### src/rtl/tmds_pkg.sv
`timescale 1ns/1ps
package tmds_pkg;
  localparam int NCH  = 3;
  localparam int PIXW = 8;
  localparam int AUXW = 4;
  localparam int SYMW = 10;
  localparam int CTLW = 4;

  typedef enum logic [2:0] {
    CK_CTL = 3'd0,
    CK_VID = 3'd1,
    CK_ISL = 3'd2,
    CK_VGB = 3'd3,
    CK_IGB = 3'd4
  } chr_kind_e;

  localparam logic [SYMW-1:0] GB_VID_A = 10'b1011001100;
  localparam logic [SYMW-1:0] GB_VID_B = 10'b0100110011;
  localparam logic [SYMW-1:0] GB_ISL   = 10'b0100110011;
  localparam logic [CTLW-1:0] PRE_VID_CTL = 4'b0001;
  localparam logic [CTLW-1:0] PRE_ISL_CTL = 4'b0101;

  function automatic logic [SYMW-1:0] ctl_sym(input logic [1:0] c);
    logic [SYMW-1:0] r;
    case (c)
      2'b00:   r = 10'b1101010100;
      2'b01:   r = 10'b0010101011;
      2'b10:   r = 10'b0101010100;
      default: r = 10'b1010101011;
    endcase
    return r;
  endfunction

  function automatic logic [SYMW-1:0] terc4_sym(input logic [3:0] d);
    logic [SYMW-1:0] r;
    case (d)
      4'h0:    r = 10'b1010011100;
      4'h1:    r = 10'b1001100011;
      4'h2:    r = 10'b1011100100;
      4'h3:    r = 10'b1011100010;
      4'h4:    r = 10'b0101110001;
      4'h5:    r = 10'b0100011110;
      4'h6:    r = 10'b0110001110;
      4'h7:    r = 10'b0100111100;
      4'h8:    r = 10'b1011001100;
      4'h9:    r = 10'b0100111001;
      4'hA:    r = 10'b0110011100;
      4'hB:    r = 10'b1011000110;
      4'hC:    r = 10'b1010001110;
      4'hD:    r = 10'b1001110001;
      4'hE:    r = 10'b0101100011;
      default: r = 10'b1011000011;
    endcase
    return r;
  endfunction

  function automatic logic [3:0] ones8(input logic [7:0] v);
    logic [3:0] n;
    n = '0;
    for (int i = 0; i < 8; i++) n = n + {3'b000, v[i]};
    return n;
  endfunction
endpackage

### src/rtl/tmds_period_seq.sv
`timescale 1ns/1ps
module tmds_period_seq
  import tmds_pkg::*;
#(
  parameter int PRE_LEN = 8,
  parameter int GB_LEN  = 2
) (
  input  logic                   clk,
  input  logic                   rst_n,
  input  logic                   fmt_hdmi,
  input  logic                   vid_en,
  input  logic                   aux_en,
  input  logic                   hsync,
  input  logic                   vsync,
  input  logic [CTLW-1:0]        ctl,
  input  logic [NCH*PIXW-1:0]    pix,
  input  logic [NCH*AUXW-1:0]    aux,
  output chr_kind_e              kind_o,
  output logic [NCH*PIXW-1:0]    pix_o,
  output logic [NCH*AUXW-1:0]    aux_o,
  output logic [2*NCH-1:0]       csel_o
);
  localparam int DLY   = PRE_LEN + GB_LEN;
  localparam int DEPTH = DLY + GB_LEN;
  localparam int SLOTW = $clog2(DLY + 1);

  typedef struct packed {
    logic                fmt;
    logic                ve;
    logic                ae;
    logic                hs;
    logic                vs;
    logic [CTLW-1:0]     cbus;
    logic [NCH*PIXW-1:0] px;
    logic [NCH*AUXW-1:0] ax;
  } smp_t;

  smp_t             line_q [DEPTH];
  smp_t             line_d [DEPTH];
  smp_t             in_s;
  smp_t             head;
  smp_t             cur;
  logic             st_vid, st_isl, start;
  logic             busy_q, busy_d, busy_now;
  logic [SLOTW-1:0] slot_q, slot_d, slot_now;
  logic             isl_q, isl_d, isl_now;
  logic             trail_hit, trail_blk;
  logic             pre_on;
  logic [CTLW-1:0]  ctl_eff;

  // capture: video priority applied at the edge of the block
  always_comb begin
    in_s.fmt  = fmt_hdmi;
    in_s.ve   = vid_en;
    in_s.ae   = aux_en & ~vid_en;
    in_s.hs   = hsync;
    in_s.vs   = vsync;
    in_s.cbus = ctl;
    in_s.px   = pix;
    in_s.ax   = aux;
    line_d[0] = in_s;
    for (int i = 1; i < DEPTH; i++) line_d[i] = line_q[i-1];
  end

  always_ff @(posedge clk or negedge rst_n) begin
    if (!rst_n) begin
      for (int i = 0; i < DEPTH; i++) line_q[i] <= '0;
    end else begin
      for (int i = 0; i < DEPTH; i++) line_q[i] <= line_d[i];
    end
  end

  assign head = line_q[0];
  assign cur  = line_q[DLY-1];

  // period start seen at the input, DLY samples ahead of the encode point
  always_comb begin
    st_vid   = fmt_hdmi & vid_en & ~head.ve;
    st_isl   = fmt_hdmi & in_s.ae & ~head.ae;
    start    = st_vid | st_isl;
    busy_now = start | busy_q;
    slot_now = start ? '0 : slot_q;
    isl_now  = start ? st_isl : isl_q;
    busy_d   = busy_now && (slot_now != SLOTW'(DLY - 1));
    slot_d   = busy_now ? slot_now + SLOTW'(1) : '0;
    isl_d    = isl_now;
  end

  always_ff @(posedge clk or negedge rst_n) begin
    if (!rst_n) begin
      busy_q <= 1'b0;
      slot_q <= '0;
      isl_q  <= 1'b0;
    end else begin
      busy_q <= busy_d;
      slot_q <= slot_d;
      isl_q  <= isl_d;
    end
  end

  // trailing guard: an island sample within GB_LEN behind, no video between
  always_comb begin
    trail_hit = 1'b0;
    trail_blk = 1'b0;
    for (int j = 1; j <= GB_LEN; j++) begin
      if (!trail_blk) begin
        if (line_q[DLY-1+j].ae) begin
          trail_hit = 1'b1;
          trail_blk = 1'b1;
        end else if (line_q[DLY-1+j].ve) begin
          trail_blk = 1'b1;
        end
      end
    end
  end

  always_comb begin
    pre_on = 1'b0;
    if (!cur.fmt)           kind_o = cur.ve ? CK_VID : CK_CTL;
    else if (cur.ve)        kind_o = CK_VID;
    else if (cur.ae)        kind_o = CK_ISL;
    else if (trail_hit)     kind_o = CK_IGB;
    else if (busy_now) begin
      if (slot_now < SLOTW'(PRE_LEN)) begin
        kind_o = CK_CTL;
        pre_on = 1'b1;
      end else begin
        kind_o = isl_now ? CK_IGB : CK_VGB;
      end
    end else                kind_o = CK_CTL;
    ctl_eff = pre_on ? (isl_now ? PRE_ISL_CTL : PRE_VID_CTL) : cur.cbus;
    csel_o  = {ctl_eff[3], ctl_eff[2], ctl_eff[1], ctl_eff[0], cur.vs, cur.hs};
    pix_o   = cur.px;
    aux_o   = cur.ax;
  end


  slot_range_chk: assert property (@(posedge clk) disable iff (!rst_n)
    busy_q |-> (slot_q < SLOTW'(DLY)));


  start_slot_chk: assert property (@(posedge clk) disable iff (!rst_n)
    start |=> (busy_q && slot_q == SLOTW'(1)));


  island_close_chk: assert property (@(posedge clk) disable iff (!rst_n)
    (kind_o == CK_ISL && line_q[DLY-2].fmt) |=> (kind_o != CK_CTL));
endmodule

### src/rtl/tmds_chan_enc.sv
`timescale 1ns/1ps
module tmds_chan_enc
  import tmds_pkg::*;
#(
  parameter int CH = 0
) (
  input  logic            clk,
  input  logic            rst_n,
  input  chr_kind_e       kind_i,
  input  logic [PIXW-1:0] pix_i,
  input  logic [AUXW-1:0] aux_i,
  input  logic [1:0]      csel_i,
  output logic [SYMW-1:0] sym_o
);
  localparam logic [SYMW-1:0] VGB_SYM = (CH == 1) ? GB_VID_B : GB_VID_A;

  logic [8:0]        qm;
  logic              use_xnor, chain;
  logic [3:0]        n1_in, n1_qm;
  logic signed [5:0] bal, disp_q, disp_d, vid_disp;
  logic [SYMW-1:0]   vid_sym, igb_sym, sym_d, sym_q;

  generate
    if (CH == 0) begin : g_igb_sync
      assign igb_sym = terc4_sym({2'b11, csel_i});
    end else begin : g_igb_const
      assign igb_sym = GB_ISL;
    end
  endgenerate

  // stage one: transition minimising chain
  always_comb begin
    n1_in    = ones8(pix_i);
    use_xnor = (n1_in > 4'd4) || (n1_in == 4'd4 && !pix_i[0]);
    chain    = pix_i[0];
    qm[0]    = chain;
    for (int i = 1; i < PIXW; i++) begin
      chain = use_xnor ? ~(chain ^ pix_i[i]) : (chain ^ pix_i[i]);
      qm[i] = chain;
    end
    qm[8] = ~use_xnor;
  end

  // stage two: disparity balance
  always_comb begin
    n1_qm = ones8(qm[7:0]);
    bal   = $signed({1'b0, n1_qm, 1'b0}) - 6'sd8;
    if (disp_q == 6'sd0 || bal == 6'sd0) begin
      vid_sym  = {~qm[8], qm[8], qm[8] ? qm[7:0] : ~qm[7:0]};
      vid_disp = qm[8] ? disp_q + bal : disp_q - bal;
    end else if ((disp_q > 6'sd0 && bal > 6'sd0) || (disp_q < 6'sd0 && bal < 6'sd0)) begin
      vid_sym  = {1'b1, qm[8], ~qm[7:0]};
      vid_disp = disp_q + (qm[8] ? 6'sd2 : 6'sd0) - bal;
    end else begin
      vid_sym  = {1'b0, qm[8], qm[7:0]};
      vid_disp = disp_q - (qm[8] ? 6'sd0 : 6'sd2) + bal;
    end
  end

  always_comb begin
    disp_d = '0;
    case (kind_i)
      CK_VID: begin
        sym_d  = vid_sym;
        disp_d = vid_disp;
      end
      CK_ISL:  sym_d = terc4_sym(aux_i);
      CK_IGB:  sym_d = igb_sym;
      CK_VGB:  sym_d = VGB_SYM;
      default: sym_d = ctl_sym(csel_i);
    endcase
  end

  always_ff @(posedge clk or negedge rst_n) begin
    if (!rst_n) begin
      sym_q  <= ctl_sym(2'b00);
      disp_q <= '0;
    end else begin
      sym_q  <= sym_d;
      disp_q <= disp_d;
    end
  end

  assign sym_o = sym_q;


  disp_clear_chk: assert property (@(posedge clk) disable iff (!rst_n)
    (kind_i != CK_VID) |=> (disp_q == 6'sd0));


  disp_even_chk: assert property (@(posedge clk) disable iff (!rst_n)
    disp_q[0] == 1'b0);
endmodule

### src/rtl/tmds_tx_encoder.sv
`timescale 1ns/1ps
module tmds_tx_encoder
  import tmds_pkg::*;
#(
  parameter int PRE_LEN = 8,
  parameter int GB_LEN  = 2
) (
  input  logic                 clk,
  input  logic                 rst_n,
  input  logic                 fmt_hdmi,
  input  logic                 vid_en,
  input  logic                 aux_en,
  input  logic                 hsync,
  input  logic                 vsync,
  input  logic [CTLW-1:0]      ctl,
  input  logic [NCH*PIXW-1:0]  pix,
  input  logic [NCH*AUXW-1:0]  aux,
  output logic [NCH*SYMW-1:0]  tmds
);
  chr_kind_e             kind_s;
  logic [NCH*PIXW-1:0]   pix_s;
  logic [NCH*AUXW-1:0]   aux_s;
  logic [2*NCH-1:0]      csel_s;

  tmds_period_seq #(.PRE_LEN(PRE_LEN), .GB_LEN(GB_LEN)) u_seq (
    .clk      (clk),
    .rst_n    (rst_n),
    .fmt_hdmi (fmt_hdmi),
    .vid_en   (vid_en),
    .aux_en   (aux_en),
    .hsync    (hsync),
    .vsync    (vsync),
    .ctl      (ctl),
    .pix      (pix),
    .aux      (aux),
    .kind_o   (kind_s),
    .pix_o    (pix_s),
    .aux_o    (aux_s),
    .csel_o   (csel_s)
  );

  for (genvar c = 0; c < NCH; c++) begin : g_lane
    tmds_chan_enc #(.CH(c)) u_enc (
      .clk    (clk),
      .rst_n  (rst_n),
      .kind_i (kind_s),
      .pix_i  (pix_s[c*PIXW +: PIXW]),
      .aux_i  (aux_s[c*AUXW +: AUXW]),
      .csel_i (csel_s[c*2 +: 2]),
      .sym_o  (tmds[c*SYMW +: SYMW])
    );
  end


  dvi_no_insert_chk: assert property (@(posedge clk) disable iff (!rst_n)
    (kind_s == CK_VGB || kind_s == CK_IGB || kind_s == CK_ISL) |-> u_seq.cur.fmt);
endmodule

### config.mk
export PLATFORM = sky130hd
export DESIGN_NAME = tmds_tx_encoder
export DESIGN_NICKNAME = d
export VERILOG_FILES = /design/src/rtl/tmds_pkg.sv /design/src/rtl/tmds_period_seq.sv /design/src/rtl/tmds_chan_enc.sv /design/src/rtl/tmds_tx_encoder.sv
export SDC_FILE = /design/constraint.sdc
export NUM_CORES = 1
export LEC_CHECK = 0
export BUFFER_PORTS_ARGS = -buffer_cell sky130_fd_sc_hd__buf_2
export CAP_MARGIN = 40
export CORE_UTILIZATION = 40
export CTS_CLUSTER_DIAMETER = 150
export CTS_CLUSTER_SIZE = 25
export DETAILED_ROUTE_END_ITERATION = 8
export PLACE_DENSITY = 0.66
export SLEW_MARGIN = 5
export SYNTH_ARGS = -nofsm -noshare
export SYNTH_HDL_FRONTEND = slang
export SYNTH_SLANG_ARGS = --single-unit
### constraint.sdc
create_clock -name clk -period 19.7 [get_ports clk]
set_input_delay 1.97 -clock clk [delete_from_list [all_inputs] [get_ports clk]]
set_output_delay 1.97 -clock clk [all_outputs]
set_load 0.02 [all_outputs]
# --- Word level (Yosys, flattened, before mapping) ---
# Memory sizes are Yosys's and may differ from the RTL's.
# Cells that the tools add are included.
word_totals:
  in_bits: 47
  rom_bits: 480
  ram_bits: 0
  out_inout_bits: 30
  n_memories: 3
  ff_bits: 507
  latch_bits: 0
  word_cells: 358
mem_list:
  columns: ["memory", "words", "word_bits", "read_ports", "rd_ports_with_merged_regs", "write_ports", "line_no", "rtl"]
  rows:
  - ["(no name shown)", 16, 10, 1, 0, 0, "tmds_pkg.sv:36", "case (d)"]
  - ["(no name shown)", 16, 10, 1, 0, 0, "tmds_pkg.sv:36", null]
  - ["(no name shown)", 16, 10, 1, 0, 0, "tmds_pkg.sv:36", null]
op_classes:
  reduce_logical: 32
  div: 0
  n_mux: 79
  n_mul: 0
  bitwise: 58
  eq_ne: 14
  shift: 0
  order_cmp: 16
  n_addsub: 64
op_table:
  columns: ["operator", "count"]
  rows:
  - ["$pmux W10 S3", 5]
  - ["$add A4 B1 Y4", 36]
  - ["$pmux W10 S4", 2]
  - ["$mux W6", 12]
  - ["$mux W10", 6]
  - ["$add A6 B6 Y6", 9]
  - ["$sub A6 B6 Y6", 9]
  - ["$gt A6 B1 Y1 const B", 6]
  - ["$logic_not A6 Y1", 6]
  - ["$lt A6 B1 Y1 const B", 6]
  - ["$mux W1", 34]
  - ["$not A1 Y1", 27]
  - ["$mux W3", 8]
  - ["$mux W8", 3]
  - ["$not A8 Y8", 3]
  - ["$xor A1 B1 Y1", 21]
  - ["$sub A5 B4 Y6 const B", 3]
  - ["$add A1 B1 Y2", 6]
  - ["$eq A4 B3 Y1 const B", 3]
  - ["$gt A4 B3 Y1 const B", 3]
  - ["$mux W2", 6]
  - ["$mux W4", 3]
  - ["$logic_and A1 B1 Y1", 10]
  - ["$logic_or A1 B1 Y1", 9]
  - ["other kinds (13)", 27]

# --- Logic depth before layout (Yosys ltp) ---
# Gate-level depths: netlist of run 1.
logic_depth:
  depth_word: 37
  depth_mapped: 29
  ltp_nobuf: 28

# --- By module ---
# From an unflattened synthesis of run 1, not the netlist that was laid out.
unflattened:
  hier_cells: 1389
  area_unflattened_um2: 19496.2
modules_own_cells:
  columns: ["module", "cells_per_inst", "seq_area_each_um2", "instances", "area_per_inst_um2"]
  rows:
  - ["tmds_period_seq", 543, 11486.0, 1, 12092.8]
  - ["tmds_chan_enc at g_lane[1].u_enc", 281, 381.6, 1, 2479.9]
  - ["tmds_chan_enc at g_lane[0].u_enc", 284, 381.6, 1, 2473.6]
  - ["tmds_chan_enc at g_lane[2].u_enc", 281, 381.6, 1, 2449.8]

# --- Worst setup path after synthesis of run 1 ---
# No wires, ideal clock.
synth_timing:
  path_kind: "register to register"
  start: "register, netlist name u_seq.pix_o[0]"
  end: "register g_lane[0].u_enc.disp_q[5]"
  t_required_ns: 19.574
  synth_period_minus_slack_ns: 7.945
  arrival_time_ns: 7.819
  path_stages_with_launch: 28
  path_buffers: 1
  slack_ns: 11.755
  setup_ns: 0.126
  path_cell_list: "dfrtp_1 > ha_1 > inv_1 > fa_1 > fa_1 > inv_1 > fa_1 > fa_1 > or3b_1 > a211oi_1 > or2_2 > buf_4 > xnor2_1 > ha_1 > fa_1 > fa_1 > fa_1 > inv_1 > fa_1 > ha_1 > inv_1 > fa_1 > a21o_1 > a21oi_1 > xor2_1 > mux2i_1 > nor4b_1 > a311o_1"
synth_via:
  elab_chain_len: 37
  word_cells_on_any_way: 60
  cone_classes: "21 x add/sub; 3 x order compare; 1 x eq/ne; 13 x mux; 14 x bitwise; 8 x reduce/logical"
synth_rtl:
  columns: ["item", "line_no", "rtl"]
  rows:
  - ["branches (longest 35 deep; another with $add A4 B1 Y4)", null, null]
  - ["$mux W6 *", "tmds_chan_enc.sv:48", "if (disp_q == 6'sd0 || bal == 6'sd0) begin"]
  - ["$mux W6 *", "tmds_chan_enc.sv:62", "case (kind_i)"]
  - ["named net g_lane[0].u_enc.disp_d[5]", "tmds_chan_enc.sv:20", "logic signed [5:0] bal, disp_q, disp_d, vid_disp;"]
  - ["end signal: assignment", "tmds_chan_enc.sv:80", "disp_q <= disp_d;"]
  - ["end: declaration", "tmds_chan_enc.sv:20", null]
# Mark *: on every way through the listed nets, which the timed path passes.

# --- Worst setup path in the final report of run 1 ---
layout_timing:
  start: "register, netlist name u_seq.pix_o[0]"
  end: "register g_lane[0].u_enc.sym_q[7]"
layout_via:
  elab_chain_len: 37
  word_cells_on_any_way: 53
  cone_classes: "15 x add/sub; 3 x order compare; 1 x eq/ne; 11 x mux; 15 x bitwise; 8 x reduce/logical"
layout_rtl:
  columns: ["item", "line_no", "rtl"]
  rows:
  - ["branches (longest 35 deep; another with $add A4 B1 Y4)", null, null]
  - ["$mux W10 *", "tmds_chan_enc.sv:48", null]
  - ["$pmux W10 S4 *", "tmds_chan_enc.sv:62", null]
  - ["named net g_lane[0].u_enc.sym_d[7]", "tmds_chan_enc.sv:21", "logic [SYMW-1:0] vid_sym, igb_sym, sym_d, sym_q;"]
  - ["end signal: assignment", "tmds_chan_enc.sv:76", "sym_q <= ctl_sym(2'b00);"]
  - ["end signal: assignment", "tmds_chan_enc.sv:79", "sym_q <= sym_d;"]
  - ["end: declaration", "tmds_chan_enc.sv:21", null]
# Marks and branches as above.

==> key figures, run 1 <==
Status
  • Result of the run: completed

Setup path
  • Worst r2r dst: g_lane[0].u_enc.sym_o[7]$_DFF_PN0_
  • Number of buffer and inverter instances along the worst setup path: 4
  • Cell depth of the worst setup path: 26
  • Critical path capture point: g_lane[0].u_enc.sym_o[7]$_DFF_PN0_
  • Kind of end point of the critical path: register
  • Largest fanout on the critical path: 10
  • Cell type group with the largest total delay on the critical path: adder cells
  • Worst Reg-to-Reg Cells: 26
  • Data arrival time of the critical path: ~8.9 ns
  • Library cell contributing the largest single delay on the critical path: fa_1
  • Critical Setup Path Class: reg -> reg
  • Beginning of the critical path: u_seq.pix_o[0]$_DFF_PN0_
  • Worst flop-to-flop path startpoint: u_seq.pix_o[0]$_DFF_PN0_
  • Required time of the critical path: 20.16 ns
  • Cell mode on critical path: fa_1
  • Delay of the slowest cell on the worst path: 0.55 ns
  • Slack of the worst reg-to-reg path: roughly 11 ns
  • Startpoint types: register

Run
  • Max Cap Violations: 0

Synthesis
  • Sequential share of the synthesized area: 0.671
  • Xor-xnor portion of the synthesized cell area: 0.0489
  • Share of flip-flops with an asynchronous set or reset: 1.00
  • Number of flops mapped to enable cells by yosys: 0
  • Fraction of the mapped netlist area in compound gates: 0.0781
  • Synth unique cells: 76
  • Cells after synthesis: 1282
  • Synth Flop Type: dfrtp_1
  • Largest area contributor in the synthesized netlist: dfrtp_1
  • Share of cell area taken by muxes after synthesis: 0.0102
  • Synthesized area per cell: 14.7 µm²
  • Seq cells post-synth: 504
  • Most repeated cell in the gate-level netlist after synthesis: dfrtp_1
  • Top post-synthesis cells by count: dfrtp_1, ha_1, inv_1, xnor2_1, nor2_1
  • Netlist area before placement: between 15000 and 20000 µm²
  • Ys Warns: 0
  • Cell types with the largest area share after synthesis: dfrtp_1, ha_1, fa_1
  • Post-Syn Nets: around 1.5k
  • Post-synthesis adder-cell area fraction: 0.120
  • Largest family of logic cells by synthesized area: adder cells
  • Share of Yosys cell area claimed by the top area cell type: 0.650
  • Post-synthesis simple-gate area fraction: 0.0432

Detailed routing
  • Final routed wire length divided by cell count: 14.5 µm
  • DRC marker count from the first detailed-route iteration: 366
  • Post-route DRC: 0
  • Number of nets still failing antenna checks after routing: 0
  • Total iterations of the first detailed-routing run: 4
  • Routed WL: ~29000 µm
  • Average via count per standard cell: about 4.7
  • Total number of vias: 9335

CTS
  • Clock slew at the register clock pins of the worst setup and hold paths: around 0.11 ns
  • TritonCTS clock tree: built
  • Longest Clk Path Bufs: 3
  • Cell at the root of the clock tree: clkbuf_16
  • Cts hold-fix bufs: 0
  • Number of clock sinks: 504
  • Cts bufs inserted: 24
  • # H-tree levels: 1
  • Post-CTS repair timing setup buffer count: 0
  • Clk Latency, worst-skew pair: 0.59 ns
  • Number of gates resized after CTS: 0

Timing
  • Actual transition at the worst max-transition pin: 0.930 ns
  • Worst slack on hold paths: 0.328 ns
  • Achievable frequency: about 0.12 GHz
  • Relative max-transition margin: 0.380
  • Final hold viol count: 0
  • Final cycle utilization of the critical path: 0.430
  • Fin crit period: roughly 8.5 ns
  • Slew Viols, Final: 0
  • RSZ-0062 raised after global routing: false
  • Setup violation total in the final timing report: 0
  • Clock Skew: 0.0348 ns
  • Final sum of negative setup slack: 0 ns

Global route
  • Initial antenna violation count: 0
  • Largest net degree at the start of global routing: 125
  • All-layer global routing usage: 0.127
  • Grt total ovfl: 0
  • Wire length of the first global-routing pass: 49000 µm
  • Via count of the first global-routing pass: 9650

Floorplanning
  • Std-Cell Core Area: 46500 µm²
  • Initial Util: 0.405
  • Die outline height: 219 µm
  • Overall die width: approximately 220 µm
  • Area of the die: 47900 µm²
  • Count of boundary I/O pins: 77
  • Num rows: 79

Layout
  • Area Overhead vs Synth: 10.4%
  • Final cell count without fillers: ~2.0k
  • Layout cells sized above 1: 0.113
  • Net count of the finished layout: 1580
  • Number of filler instances in the final layout: 4142
  • Util after Layout: 0.447

Placed design
  • Number of placed instances, taps included: 1957
  • IO buf count: 76
  • Global placement routability congestion: just over 0.8
  • Detailed-placement wirelength estimate: approximately 20000 µm

Worst hold path
  • HP Class: reg -> reg
  • Number of stages on the worst hold path: 0
==> registers in the layout (all words and copies together), names as in the netlist, 2 cells and up <==
| signal | flops |
|---|---|
| u_seq.line_d | 362 |
| u_seq.head | 45 |
| g_lane.u_enc.sym_o | 30 |
| u_seq.pix_o | 24 |
| u_seq.aux_o | 12 |
| u_seq.csel_o | 2 |
| g_lane.u_enc.disp_q | 15 |
| u_seq.slot_q | 4 |
| u_seq.cur | 7 |
==> stage by stage <==
stage	worst slack, ns	cell area, µm²
after floorplan	11.75	18800
after global placement	11.40	19900
after detailed placement	11.18	20000
after CTS	11.18	20800
after global routing	10.75	20800
final	11.23	20800
==> kinds of logic (layout without fill, tap and decap cells) <==
logic type / Yosys count / after routing
DFF: 504 / 504
AOI/OAI and AO/OA: 205 / 205
and+or+nand+nor: 159 / 159
adders and majority gates: 157 / 157
buffers and inverters: 139 / 251
xor gates and xnor gates: 100 / 100
muxes: 18 / 18
other: 0 / 1
==> worst min-delay path by stage <==
stage                                            from                     endpoint  slack [ns]
after floorplan            u_seq.line_d[90]$_DFF_PN0_     u_seq.aux_o[0]$_DFF_PN0_        0.33
after global placement    u_seq.line_d[441]$_DFF_PN0_  u_seq.line_d[396]$_DFF_PN0_        0.33
after detailed placement   u_seq.line_d[92]$_DFF_PN0_     u_seq.aux_o[2]$_DFF_PN0_        0.33
after CTS                  u_seq.line_d[96]$_DFF_PN0_     u_seq.aux_o[6]$_DFF_PN0_        0.32
after global routing       u_seq.line_d[96]$_DFF_PN0_     u_seq.aux_o[6]$_DFF_PN0_        0.33
final                      u_seq.line_d[96]$_DFF_PN0_     u_seq.aux_o[6]$_DFF_PN0_        0.33
==> area by class of cell <==
type                       count  area (µm²)  area share
clock inverter                 2        60.1     0.00289
inverter                     120         450      0.0217
multi-input combinational    639        5660       0.273
clock buffer                  42         668      0.0322
antenna                        1        2.50    0.000120
tap                          607         759      0.0366
timing repair buffer          87         538      0.0259
sequential                   504       12600       0.608
==> per-layer routing <==
| layer | vias up | routed length (µm) | global-route usage | share of wire |
|---|---|---|---|---|
| met5 | - | 0 | 0 | 0 |
| met4 | 0 | 801 | 0.0424 | 0.028 |
| met3 | 52 | 1110 | 0.0182 | 0.038 |
| met2 | 162 | 13800 | 0.204 | 0.48 |
| met1 | 4711 | 13300 | 0.178 | 0.46 |
| li1 | 4410 | - | - | - |
==> placed cells by master (no fill, tap or decap), types with 5 or more instances in the layout <==
| cell | count |
|---|---|
| buf_4 | 7 |
| fa_1 | 40 |
| xnor2_1 | 77 |
| o211ai_1 | 14 |
| nor3_1 | 8 |
| and3_1 | 6 |
| a21oi_1 | 49 |
| o21ai_0 | 27 |
| ha_1 | 117 |
| inv_1 | 117 |
| a211oi_1 | 32 |
| buf_2 | 75 |
| nand2_1 | 39 |
| o221ai_1 | 5 |
| clkbuf_1 | 18 |
| and2_1 | 5 |
| xor2_1 | 19 |
| a31oi_1 | 8 |
| nand2b_1 | 10 |
| dfrtp_1 | 489 |
| nor2_1 | 51 |
| a21o_1 | 25 |
| clkbuf_16 | 24 |
| dfstp_2 | 15 |
| mux2i_1 | 17 |
| nand3_1 | 10 |
Power of run 1 is not shown: default switching activity piles up to over one toggle a cycle in this logic, so the estimate is an artifact.
==> run 2, diff against run 1 <==
==> constraint.sdc (replaced) <==
create_clock -name clk -period 8.2 [get_ports clk]
set_input_delay 0.82 -clock clk [delete_from_list [all_inputs] [get_ports clk]]
set_output_delay 0.82 -clock clk [all_outputs]
set_load 0.02 [all_outputs]
==> run 2 against run 1 <==
Register-to-register slack worse by 11 ns. Wire length is 0.36% lower. Final area up 0.42%. Count of clock-buffer cells in the layout shrank 2. Worst hold slack got worse by 0.040 ns. Highest routed layer unchanged. Via count increased by 0.49%. Global-route usage fell by 0.082 points.
==> key figures, run 2 (synthesized netlist as in run 1, its figures left out) <==
Setup path
  • Startpoint types: register
  • Kind of end point of the critical path: register
  • Critical Setup Path Class: reg -> reg
  • Data arrival time of the critical path: 8.37 ns (-0.56 ns)
  • Required time of the critical path: 8.65 ns (-11.51 ns)
  • Largest fanout on the critical path: 5 (-5)

Detailed routing
  • DRC marker count from the first detailed-route iteration: 441 (+20%)
  • Met1 layer wirelength in the final routing: 13300 µm (-0.52%)
  • Routed WL: 29000 µm (-0.36%)
  • Final routed wire length divided by cell count: 14.4 µm (-0.91%)
  • Highest metal layer with signal wires: met4
  • Total number of vias: 9381 (+0.49%)
  • Met2 routed WL: 13500 µm (-2.5%)
  • Sum of met3 wire segment lengths after detailed routing: 1230 µm (+11%)
  • Post-route DRC: 0 (unchanged)
  • Average via count per standard cell: 4.66 (about the same)
  • Total iterations of the first detailed-routing run: 5 (+1)
  • Number of nets still failing antenna checks after routing: 0 (unchanged)

Floorplanning
  • Std-Cell Core Area: 46500 µm² (unchanged)
  • Die outline height: 219 µm (unchanged)
  • Initial Util: 0.405 (unchanged)
  • Overall die width: 219 µm (unchanged)
  • Area of the die: 47900 µm² (unchanged)
  • Num rows: 79 (unchanged)
  • Count of boundary I/O pins: 77 (unchanged)

Timing
  • Setup violation total in the final timing report: 0 (unchanged)
  • Fin crit period: 7.93 ns (-0.544 ns)
  • Slew Viols, Final: 0 (unchanged)
  • Final sum of negative setup slack: 0 ns (unchanged)
  • Final hold viol count: 0 (unchanged)
  • Final cycle utilization of the critical path: 0.967 (+0.537)
  • Relative max-transition margin: 0.447 (+0.0665)
  • Worst setup slack after layout: 0.273 ns (-10.96 ns)
  • Actual transition at the worst max-transition pin: 0.830 ns (-0.0997 ns)
  • Achievable frequency: 0.126 GHz (+6.9%)
  • Clock Skew: 0.0301 ns (-0.00466 ns)

Global route
  • Via count of the first global-routing pass: 9660 (+0.10%)
  • Largest net degree at the start of global routing: 159 (+27%)
  • Wire length of the first global-routing pass: 48700 µm (-0.61%)
  • Initial antenna violation count: 0 (unchanged)
  • All-layer global routing usage: 0.126 (-0.000818)
  • Grt total ovfl: 0 (unchanged)

CTS
  • Longest Clk Path Bufs: 3 (unchanged)
  • Cts hold-fix bufs: 0 (unchanged)
  • Number of clock sinks: 504 (unchanged)
  • Cts bufs inserted: 24 (unchanged)
  • TritonCTS clock tree: built
  • Cell at the root of the clock tree: clkbuf_16
  • Clk Latency, worst-skew pair: 0.58 ns (about the same)
  • Clock slew at the register clock pins of the worst setup and hold paths: 0.10 ns (about the same)
  • # H-tree levels: 1 (unchanged)

Layout
  • Net count of the finished layout: 1592 (+0.76%)
  • Area Overhead vs Synth: 10.8%
  • Final cell count without fillers: 2013 (+0.55%)
  • Most common library cell in the layout ignoring fill and taps: dfrtp_1
  • Util after Layout: 0.449 (+0.00189)
  • FF+latch area: 12600 µm² (about the same)
  • Number of diodes: 0 (-1)
  • Layout cells sized above 1: 0.127 (+0.0147)
  • Top library cells by usage in the layout, fill and taps aside: dfrtp_1, inv_1, ha_1
  • Max FFs per register: 362 (unchanged)
  • Area used by multi-input combinational logic: 5690 µm² (+0.60%)
  • Number of filler instances in the final layout: 4062 (-1.9%)

Worst hold path
  • HP Class: in -> async

Placed design
  • Worst Setup Slack post-DPL: 0.0248 ns (-11.15 ns)
  • Global placement routability congestion: 0.850 (+2.4%)
  • IO buf count: 76 (unchanged)
  • Detailed-placement wirelength estimate: 19900 µm (-2.8%)
  • Number of placed instances, taps included: 1966 (+0.46%)

Status
  • Result of the run: completed

Run
  • Max Cap Violations: 0 (unchanged)
run 2: changes by cell type in the layout (fill, tap and decap cells not counted), sizes merged:
cell | before | now
buf | 87 | 99
clkbuf | 42 | 40
diode | 1 | 0
inv | 118 | 120
run 2: metrics by stage:
stage / area (µm²) / hold WS [ns]
final: 20900 / 0.288
after global routing: 20900 / 0.305
after CTS: 20800 / 0.301
after detailed placement: 20100 / 0.335
after global placement: 20100 / 0.332
after floorplan: 18800 / 0.331
run 2: final cells by class:
class                           instances  share of cell area
Timing Repair Buffer                   99              0.0290
Multi-Input combinational cell        639               0.273
Clock buffer                           40              0.0317
Clock inverter                          4             0.00270
Sequential cell                       504               0.606
Inverter                              120              0.0216
Tap cell                              607              0.0364
run 2: routing by layer:
layer / global-route usage / vias to the layer above
li1: - / 4437
met3: 0.0168 / 60
met4: 0.0495 / 0
met1: 0.179 / 4685
met5: 0 / -
met2: 0.198 / 199
run 2: final timing paths:
check	startpoint	slack, ns	endpoint	cells after the start
setup / recovery	u_seq.pix_o[0]$_DFF_PN0_	0.27	g_lane[0].u_enc.disp_q[5]$_DFF_PN0_	26
hold / removal	rst_n	0.29	g_lane[1].u_enc.sym_o[0]$_DFF_PN0_	1
setup reg to reg	u_seq.pix_o[0]$_DFF_PN0_	0.27	g_lane[0].u_enc.disp_q[5]$_DFF_PN0_	26
hold reg to reg	u_seq.line_d[443]$_DFF_PN0_	0.33	u_seq.line_d[398]$_DFF_PN0_	0
max in group asynchronous	rst_n	6.17	u_seq.line_d[437]$_DFF_PN0_	3
min in group clk	u_seq.line_d[443]$_DFF_PN0_	0.33	u_seq.line_d[398]$_DFF_PN0_	0
run 2: timing repair:
item | in CTS | in global routing
pin swaps | 0 | 2
setup endpoints to repair | 1 | 12
resized for setup | 2 | 7
buffers inserted | 0 | 3
run 2: worst max-delay path, stage by stage (launching register included):
cell,delay (ns)
dfrtp_2,0.46
ha_4,0.30
inv_2,0.05
fa_1,0.45
fa_1,0.49
inv_1,0.05
fa_1,0.40
fa_1,0.43
or3b_1,0.44
a211oi_2,0.24
or2_2,0.18
xnor2_1,0.12
ha_1,0.27
fa_1,0.57
fa_1,0.44
fa_1,0.43
inv_1,0.09
fa_2,0.48
ha_1,0.30
inv_1,0.11
fa_2,0.42
a21o_1,0.18
a21oi_1,0.17
xor2_1,0.18
mux2i_1,0.11
nor4b_1,0.15
a311o_1,0.29
Power of run 2 is left out for the same reason.
